[src/rtl/intc_pkg.sv]
package intc_pkg;

    typedef enum logic [1:0] {
        LV_NONE = 2'd0,
        LV_LOW  = 2'd1,
        LV_HIGH = 2'd2,
        LV_TOP  = 2'd3
    } lvl_e;

    // Highest level present in a one-bit-per-level service record
    function automatic lvl_e top_level(input logic [2:0] act);
        if (act[2])      return LV_TOP;
        else if (act[1]) return LV_HIGH;
        else if (act[0]) return LV_LOW;
        else             return LV_NONE;
    endfunction

    // Record with its highest set bit cleared
    function automatic logic [2:0] drop_top(input logic [2:0] act);
        if (act[2])      return {1'b0, act[1:0]};
        else if (act[1]) return {2'b00, act[0]};
        else             return 3'b000;
    endfunction

endpackage

[src/rtl/intc_level_decode.sv]
module intc_level_decode
    import intc_pkg::*;
#(
    parameter int N_VEC = 10,
    parameter int N_TOP = 2
) (
    input  logic [2*N_VEC-1:0] prio_i,
    output logic [2*N_VEC-1:0] lvl_o
);

    for (genvar i = 0; i < N_VEC; i++) begin : g_vec
        logic [1:0] code;
        lvl_e       lvl;
        assign code = prio_i[2*i +: 2];
        if (i < N_TOP) begin : g_top_ok
            // code 1x reaches the highest level on the first vectors only
            always_comb begin
                if (code[1])      lvl = LV_TOP;
                else if (code[0]) lvl = LV_HIGH;
                else              lvl = LV_LOW;
            end
        end else begin : g_top_no
            always_comb lvl = (code != 2'b00) ? LV_HIGH : LV_LOW;
        end
        assign lvl_o[2*i +: 2] = lvl;
    end

endmodule

[src/rtl/intc_arbiter.sv]
module intc_arbiter
    import intc_pkg::*;
#(
    parameter int N_VEC = 10,
    localparam int IDX_W = $clog2(N_VEC)
) (
    input  logic [N_VEC-1:0]   req_i,
    input  logic [2*N_VEC-1:0] lvl_i,
    output logic [IDX_W-1:0]   win_idx_o,
    output lvl_e               win_lvl_o
);

    // strict compare while scanning upward keeps the lowest index on ties
    always_comb begin
        win_idx_o = '0;
        win_lvl_o = LV_NONE;
        for (int i = 0; i < N_VEC; i++) begin
            if (req_i[i] && (lvl_i[2*i +: 2] > win_lvl_o)) begin
                win_lvl_o = lvl_e'(lvl_i[2*i +: 2]);
                win_idx_o = IDX_W'(i);
            end
        end
    end

endmodule

[src/rtl/intc_level_stack.sv]
module intc_level_stack
    import intc_pkg::*;
(
    input  logic       clk,
    input  logic       rst_n,
    input  logic       push_i,
    input  lvl_e       push_lvl_i,
    input  logic       pop_i,
    output logic [2:0] act_o,
    output lvl_e       cur_lvl_o
);

    typedef struct packed {
        logic [2:0] act;
    } state_t;

    state_t st_d, st_q;

    always_comb begin
        st_d = st_q;
        // pop before push when both arrive together
        if (pop_i) begin
            st_d.act = drop_top(st_q.act);
        end
        if (push_i && (push_lvl_i != LV_NONE)) begin
            st_d.act[push_lvl_i - 2'd1] = 1'b1;
        end
    end

    always_ff @(posedge clk or negedge rst_n) begin
        if (!rst_n) st_q <= '0;
        else        st_q <= st_d;
    end

    assign act_o     = st_q.act;
    assign cur_lvl_o = top_level(st_q.act);

endmodule

[src/rtl/intc_vectored.sv]
module intc_vectored
    import intc_pkg::*;
#(
    parameter int N_VEC      = 10,
    parameter int N_TOP      = 2,
    parameter int ADDR_W     = 8,
    parameter int VEC_BASE   = 3,
    parameter int VEC_STRIDE = 8,
    localparam int IDX_W     = $clog2(N_VEC)
) (
    input  logic                clk,
    input  logic                rst_n,
    input  logic                en_i,
    input  logic [N_VEC-1:0]    req_i,
    input  logic [2*N_VEC-1:0]  prio_i,
    input  logic                ack_i,
    input  logic                reti_i,
    output logic                irq_o,
    output logic [ADDR_W-1:0]   vec_addr_o
);

    logic [2*N_VEC-1:0] lvl;
    logic [IDX_W-1:0]   win_idx;
    lvl_e               win_lvl;
    lvl_e               cur_lvl;
    logic [2:0]         act_q;
    logic               irq;

    intc_level_decode #(.N_VEC(N_VEC), .N_TOP(N_TOP)) i_decode (
        .prio_i (prio_i),
        .lvl_o  (lvl)
    );

    intc_arbiter #(.N_VEC(N_VEC)) i_arb (
        .req_i     (req_i),
        .lvl_i     (lvl),
        .win_idx_o (win_idx),
        .win_lvl_o (win_lvl)
    );

    // issue only above the in-service level and only when enabled
    assign irq = en_i && (win_lvl > cur_lvl);

    intc_level_stack i_stack (
        .clk        (clk),
        .rst_n      (rst_n),
        .push_i     (ack_i && irq),
        .push_lvl_i (win_lvl),
        .pop_i      (reti_i),
        .act_o      (act_q),
        .cur_lvl_o  (cur_lvl)
    );

    assign irq_o      = irq;
    // vector address from the winning index
    assign vec_addr_o = irq ? ADDR_W'(VEC_BASE + VEC_STRIDE * int'(win_idx)) : '0;

endmodule

[config.mk]
export PLATFORM = sky130hd
export DESIGN_NAME = intc_vectored
export DESIGN_NICKNAME = d
export VERILOG_FILES = /design/src/rtl/intc_pkg.sv /design/src/rtl/intc_level_decode.sv /design/src/rtl/intc_arbiter.sv /design/src/rtl/intc_level_stack.sv /design/src/rtl/intc_vectored.sv
export SDC_FILE = /design/constraint.sdc
export NUM_CORES = 1
export LEC_CHECK = 0
export ABC_AREA = 1
export ABC_CLOCK_PERIOD_IN_PS = 11000
export BUFFER_PORTS_ARGS = -buffer_cell sky130_fd_sc_hd__buf_4
export CORE_MARGIN = 2
export CORE_UTILIZATION = 44
export CTS_CLUSTER_SIZE = 10
export DETAILED_ROUTE_END_ITERATION = 12
export GPL_ROUTABILITY_DRIVEN = 0
export GPL_TIMING_DRIVEN = 0
export PLACE_DENSITY_LB_ADDON = 0.25
export SYNTH_ARGS = -nofsm -noshare
export SYNTH_HDL_FRONTEND = slang
export SYNTH_SLANG_ARGS = --single-unit
[constraint.sdc]
create_clock -name clk -period 11 [get_ports clk]
set_input_delay 1.1 -clock clk [delete_from_list [all_inputs] [get_ports clk]]
set_output_delay 1.1 -clock clk [all_outputs]
set_load 0.1 [all_outputs]
**Yosys cells after proc, flatten, opt, wreduce, memory -nomap -nowiden**

Cells that the tools add are included.
W data, S select, Z words.

- Flip-flop bits (word level): 3
- Bits of input ports: 35
- Output and inout bits: 9

- Order comparisons: 13
- Bitwise logic cells: 1
- Add/subtract/negate cells: 2
- Reductions and logical operators: 23
- Mux-type cells: 41

Operator list:

| cell | count |
|---|---|
| $mux W2 | 26 |
| $mux W3 | 7 |
| $gt A2 B2 Y1 | 10 |
| $reduce_bool A2 Y1 | 9 |
| $logic_and A1 B1 Y1 | 14 |
| $add A2 B7 Y8 const A | 1 |
| $mux W4 | 2 |
| $mux W8 | 1 |
| $mux W1 | 4 |
| $lt A2 B3 Y1 const B | 1 |
| $or A3 B3 Y3 | 1 |
| $demux W1 S2 | 1 |
| $ge A2 B1 Y1 const B | 1 |
| $gt A2 B1 Y1 const B | 1 |
| $sub A2 B1 Y2 const B | 1 |

**Logic depth before layout (Yosys ltp)**

- Word-level depth: 39
- Depth in mapped cells: 76
- Depth with buffers taken out: 76

**Hierarchy**

From an unflattened synthesis, not the netlist that was laid out.

- Cell total of the unflattened synthesis: 233
- Area total of the unflattened synthesis: 1211.2 um^2

Modules (own cells, without submodules):

| module | seq. area each (um^2) | instances | area each (um^2) | cells an instance |
|---|---|---|---|---|
| intc_arbiter | 0.0 | 1 | 774.5 | 148 |
| intc_level_decode | 0.0 | 1 | 150.1 | 40 |
| intc_level_stack | 75.1 | 1 | 145.1 | 18 |
| intc_vectored | 0.0 | 1 | 141.4 | 27 |

**Worst setup path before layout**

Ideal clock, no wire load.

- Kind: input to output
- Start point: input prio_i[2]
- End point: output vec_addr_o[3]
- Slack: -2.628 ns
- Data required time: 9.900 ns
- Data arrival time: 12.528 ns
- Cell stages on the path: 70
- Cells stage by stage: nor2_1 > inv_1 > ha_1 > a21oi_2 > nand2_2 > nand2_1 > nand2_1 > ha_1 > clkinv_1 > nand2_1 > a21boi_1 > nand3_1 > nand3_2 > nand2_2 > ha_1 > or2_0 > or2_1 > nand2_2 > (+34 left out) > o211ai_1 > nand2_1 > inv_1 > nand2_4 > nand2_1 > ha_1 > nor2_1 > nand2_1 > a21boi_2 > o21ai_4 > nand3_4 > nand2_4 > ha_1 > nand2_1 > nand2_1 > nor2_1 > inv_1 > a21oi_1

- Word-level cells in the longest chain between the ends: 32
- Elaborated cells between the ends (all ways): 42
- Those cells by class: add/sub (1); order compare (10); mux (21); reduce/logical (10)

RTL lines:

| element | line | text |
|---|---|---|
| from (decl) | intc_vectored.sv:15 | `input logic [2*N_VEC-1:0] prio_i,` |
| $mux W2 (*) | intc_level_decode.sv:19 | `else if (code[0]) lvl = LV_HIGH;` |
| $mux W2 (*) | intc_level_decode.sv:18 | `if (code[1]) lvl = LV_TOP;` |
| $gt A2 B2 Y1 | intc_arbiter.sv:18 | `if (req_i[i] && (lvl_i[2*i +: 2] > win_lvl_o)) begin` |
| $logic_and A1 B1 Y1 | intc_arbiter.sv:18 |  |
| $mux W2 (*) | intc_arbiter.sv:18 |  |
| $gt A2 B2 Y1 | intc_arbiter.sv:18 |  |
| $logic_and A1 B1 Y1 | intc_arbiter.sv:18 |  |
| $mux W2 (*) | intc_arbiter.sv:18 |  |
| (+17 left out) | n/a |  |
| $mux W2 (*) | intc_arbiter.sv:18 |  |
| $gt A2 B2 Y1 | intc_arbiter.sv:18 |  |
| $logic_and A1 B1 Y1 | intc_arbiter.sv:18 |  |
| $mux W2 (*) | intc_arbiter.sv:18 |  |
| $gt A2 B2 Y1 (*) | intc_vectored.sv:42 | `assign irq = en_i && (win_lvl > cur_lvl);` |
| $logic_and A1 B1 Y1 (*) | intc_vectored.sv:42 |  |
| net irq_o | intc_vectored.sv:18 | `output logic irq_o,` |
| $mux W8 (*) | intc_vectored.sv:56 | `assign vec_addr_o = irq ? ADDR_W'(VEC_BASE + VEC_STRIDE * int'(win_idx)) : '0;` |
| to (decl) | intc_vectored.sv:19 | `output logic [ADDR_W-1:0] vec_addr_o` |

Mark *: on every way through the listed nets, which the timed path passes. The rest lies on a longest branch.

**Final worst setup path**

- Start point: input prio_i[3]
- End point: output vec_addr_o[3]

- Word-level cells in the longest chain between the ends: 31
- Elaborated cells between the ends (all ways): 41
- Those cells by class: add/sub (1); order compare (10); mux (20); reduce/logical (10)

RTL lines:

| element | line |
|---|---|
| $mux W2 (*) | intc_level_decode.sv:18 |
| branches (longest 29 deep; another with $gt A2 B2 Y1) | n/a |
| $mux W8 (*) | intc_vectored.sv:56 |

Every way passes the cells marked *.

==> impl_metrics.csv <==
group,metric,value,unit
floorplan,die_width,53.9,um
global_routing,grt_util_all_layers,22.1,%
floorplan,floorplan.core_area,2410,um^2
route,routed_via_density,5.24,
cells_and_area,number_of_filler_cells_placed_in_the_layout,128,
yosys,yosysMostFrequentCell,"sky130_fd_sc_hd__nand2_1",
yosys,synth_largest_type_area_fraction,14.1,%
floorplan,die_height,53.9,um
power,power_density,189,nW/um^2
global_routing,number_of_global_route_vias_before_repair,1264,
route,first_iter_violations,27,
setup_path,rrSetupSlack,9.07,ns
cells_and_area,antennaDiodeCount,0,
power,intPower,0.000177,W
cells_and_area,largest_register_ff_count,3,
power,total_power,0.000403,W
global_routing,largest_net_degree_at_the_start_of_global_routing,6,
clock_tree,clock-sinks,3,
yosys,synth-edff-count,0,
yosys,yosys_warnings,0,
setup_path,timing.critical_path.max_delay_family,"simple AND/OR/NAND/NOR gates",
clock_tree,cts_inserted_buffers,3,
cells_and_area,non_filler_cells_in_the_finished_layout,284,
power,vdd.ir_drop.worst,0.000254,V
route,detailedRoute.firstPassIterationCount,4,
yosys,ys_dominant_reg_cell,"sky130_fd_sc_hd__dfrtp_1",
yosys,share_of_flip_flops_with_an_asynchronous_set_or_reset_after_synthesis,100,%
hold_path,worstHoldEndpoint,"i_stack.act_o[0]$_DFF_PN0_",
floorplan,std_cell_rows,18,
cells_and_area,drive_above_1_share,63.8,%
sta,skew,0.0106,ns
power,netSwitchingPower,0.000226,W
power,p_seq_share,4.1,%
setup_path,crit_path_max_fanout,5,
place,buffer_ports.inserted,41,
route,final_antenna_violating_net_count,0,
yosys,syn_area_per_cell,6.01,um^2
yosys,synth.cells.most_frequent,"sky130_fd_sc_hd__nand2_1 (41), sky130_fd_sc_hd__inv_1 (29), sky130_fd_sc_hd__nor2_1 (25)",
power,leakage,1.03,nW
setup_path,critical_path.slowest_cell,"sky130_fd_sc_hd__ha_4",
setup_path,critPathKind,"input port to output port",
setup_path,worst-endpoint-arrival,9.93,ns
clock_tree,root_buffer,"sky130_fd_sc_hd__clkbuf_4",
power,p_comb_share,90.6,%
route,drcViolationCount,0,
sta,timing_hold_violations_final,0,
global_routing,initial_antenna_violation_count,0,
sta,period_share,100,%
global_routing,grt_pass1_wl,4790,um
setup_path,r2r-start,"i_stack.act_o[1]$_DFF_PN0_",
yosys,post-synth-top-area-cell,"sky130_fd_sc_hd__nand2_1",
sta,clock.fmax,90.7,MHz
clock_tree,cts-htree-levels,1,
setup_path,critical_path.startpoint_type,"input port",
setup_path,r2r-end,"i_stack.act_o[2]$_DFF_PN0_",
yosys,synth.lib_cells_used.distinct,31,
yosys,ys_seq_elements,3,
global_routing,overflow,0,
setup_path,cp_common_cell,"sky130_fd_sc_hd__nand2_2",
power,power.share.clock,5.3,%
run_status,run_status,"finished, violations left",
sta,rsz0062_at_grt,"true",
setup_path,worstRegToRegCells,9,
hold_path,worst_hold_startpoint,"i_stack.act_o[0]$_DFF_PN0_",
floorplan,design.portCount,44,
route,avgRoutedWirePerCell,15.1,um
setup_path,end_kind,"output port",
floorplan,initial_core_utilization,45.4,%
place,dp.cells,254,
place,dp.final_hpwl,2300,um
cells_and_area,finalCoreUtilization,88.6,%
setup_path,cp.required,9.90,ns
setup_path,critical_path_buf_inv_count,10,
sta,finalWorstPathRequiredPeriod,11.03,ns
clock_tree,clock_tree_from_tritoncts,"yes",
clock_tree,clock_path_buffers,2,
clock_tree,path_clk_slew,0.04,ns
sta,final.setup.worst_slack,-0.0271,ns
run_status,violations,"negative setup slack",
clock_tree,holdBufCountCts,0,
yosys,syn_inst,182,
setup_path,timing.critical_path.slowest_cell_delay,0.27,ns
clock_tree,clock_latency_late_sink,0.25,ns
yosys,syn_area,1090,um^2
route,finalWirelength,4290,um
route,number_of_vias_in_the_routed_layout,1488,
hold_path,min_path_cells,2,
cells_and_area,fin_nets,302,
sta,setup_viol_count_final,4,
yosys,seq_area_frac_synth,6.86,%
sta,timing.final.max_slew_violations,0,
yosys,ys_top_cells_by_area,"sky130_fd_sc_hd__nand2_1 (14%), sky130_fd_sc_hd__ha_1 (14%), sky130_fd_sc_hd__inv_1 (10%)",
power,swShare,56.0,%
job,timing.max_cap.violations,0,
floorplan,die_footprint,2900,um^2
cells_and_area,layout-area-overhead-vs-synth,95.2,%
hold_path,worst_hold_path_type,"register to register",
## placed cells by master, fill, tap and decap left out, drive strengths merged
cell type,netlist,layout
nand2,58,58
nand4,5,5
nand3,12,12
a21oi,7,7
nor2,25,25
o211ai,2,2
or2,3,3
clkbuf,0,4
o2111ai,1,1
ha,12,12
conb,1,2
inv,34,35
dfrtp,3,3
a31oi,2,2
o21bai,1,1
buf,4,71
o21ai,8,8
a21boi,3,3
## worst max-delay path by stage
stage	slack, ns	start	to	depth (start not counted)
6_report	-0.03	prio_i[3]	vec_addr_o[3]	71
5_1_grt	-0.47	prio_i[3]	vec_addr_o[3]	73
3_5_place_dp	-0.44	prio_i[1]	vec_addr_o[4]	72
2_1_floorplan	-0.13	prio_i[1]	vec_addr_o[3]	70
3_3_place_gp	-0.08	prio_i[1]	vec_addr_o[4]	72
4_1_cts	-0.13	prio_i[0]	vec_addr_o[4]	71
## kinds of logic after synthesis
group	count (synthesis)	share of synthesized area [%]
other	1	0.343
AND/OR/NAND/NOR	103	46.9
flip-flops	3	6.86
AO/OA/AOI/OAI	24	17.4
buffers and inverters	39	14.8
adder cells (fa/ha/maj)	12	13.7
## power groups by stage
stage	clock network [W]	logic (W)	registers, W
5_1_grt	0.0000222	0.000384	0.0000166
2_1_floorplan	0	0.000214	0.0000154
6_report	0.0000212	0.000365	0.0000165
4_1_cts	0.0000205	0.000312	0.0000160
3_3_place_gp	0	0.000253	0.0000156
3_5_place_dp	0	0.000260	0.0000162
## area by class of cell
class	count	area [um^2]	share of cell area, %
plain buffers	4	30.0	1.41
clock buffers	4	26.3	1.23
inverters	35	136	6.39
multi-input cells	141	1220	57.2
flip-flops and latches	3	75.1	3.52
well taps	30	37.5	1.76
repair buffers	67	609	28.5
## tightest hold or removal path, stage by stage (launching register included)
cell and delay, ns:
sky130_fd_sc_hd__dfrtp_1 0.33, sky130_fd_sc_hd__o21ai_0 0.10, sky130_fd_sc_hd__nand2_1 0.07
## routing by layer
metal	vias to the layer above	share of wire [%]	track usage, %
met5	-	0	0
met4	0	4.2	6.84
met3	19	4.6	3.33
met2	59	57	45.9
met1	694	35	21.6
li1	716	-	-
## what timing repair did
item / in CTS / in global routing
gates resized for setup: 31 / 38
setup endpoints to repair: 7 / 7
buffers inserted: 7 / 20
endpoints found under the hold margin: 0 / 0
pin swaps: 13 / 49
## through the flow
| step | setup TNS [ns] | cell area [um^2] | worst slack (ns) | hold WS [ns] |
|---|---|---|---|---|
| floorplan | -0.426 | 1270 | -0.132 | 0.470 |
| global placement | -0.207 | 1620 | -0.0765 | 0.491 |
| detailed placement | -2.57 | 1620 | -0.440 | 0.521 |
| CTS | -0.573 | 1820 | -0.130 | 0.537 |
| global route | -3.04 | 2130 | -0.470 | 0.584 |
| finish | -0.0809 | 2130 | -0.0271 | 0.532 |
Note: power is estimated with default switching activity, not from simulation.
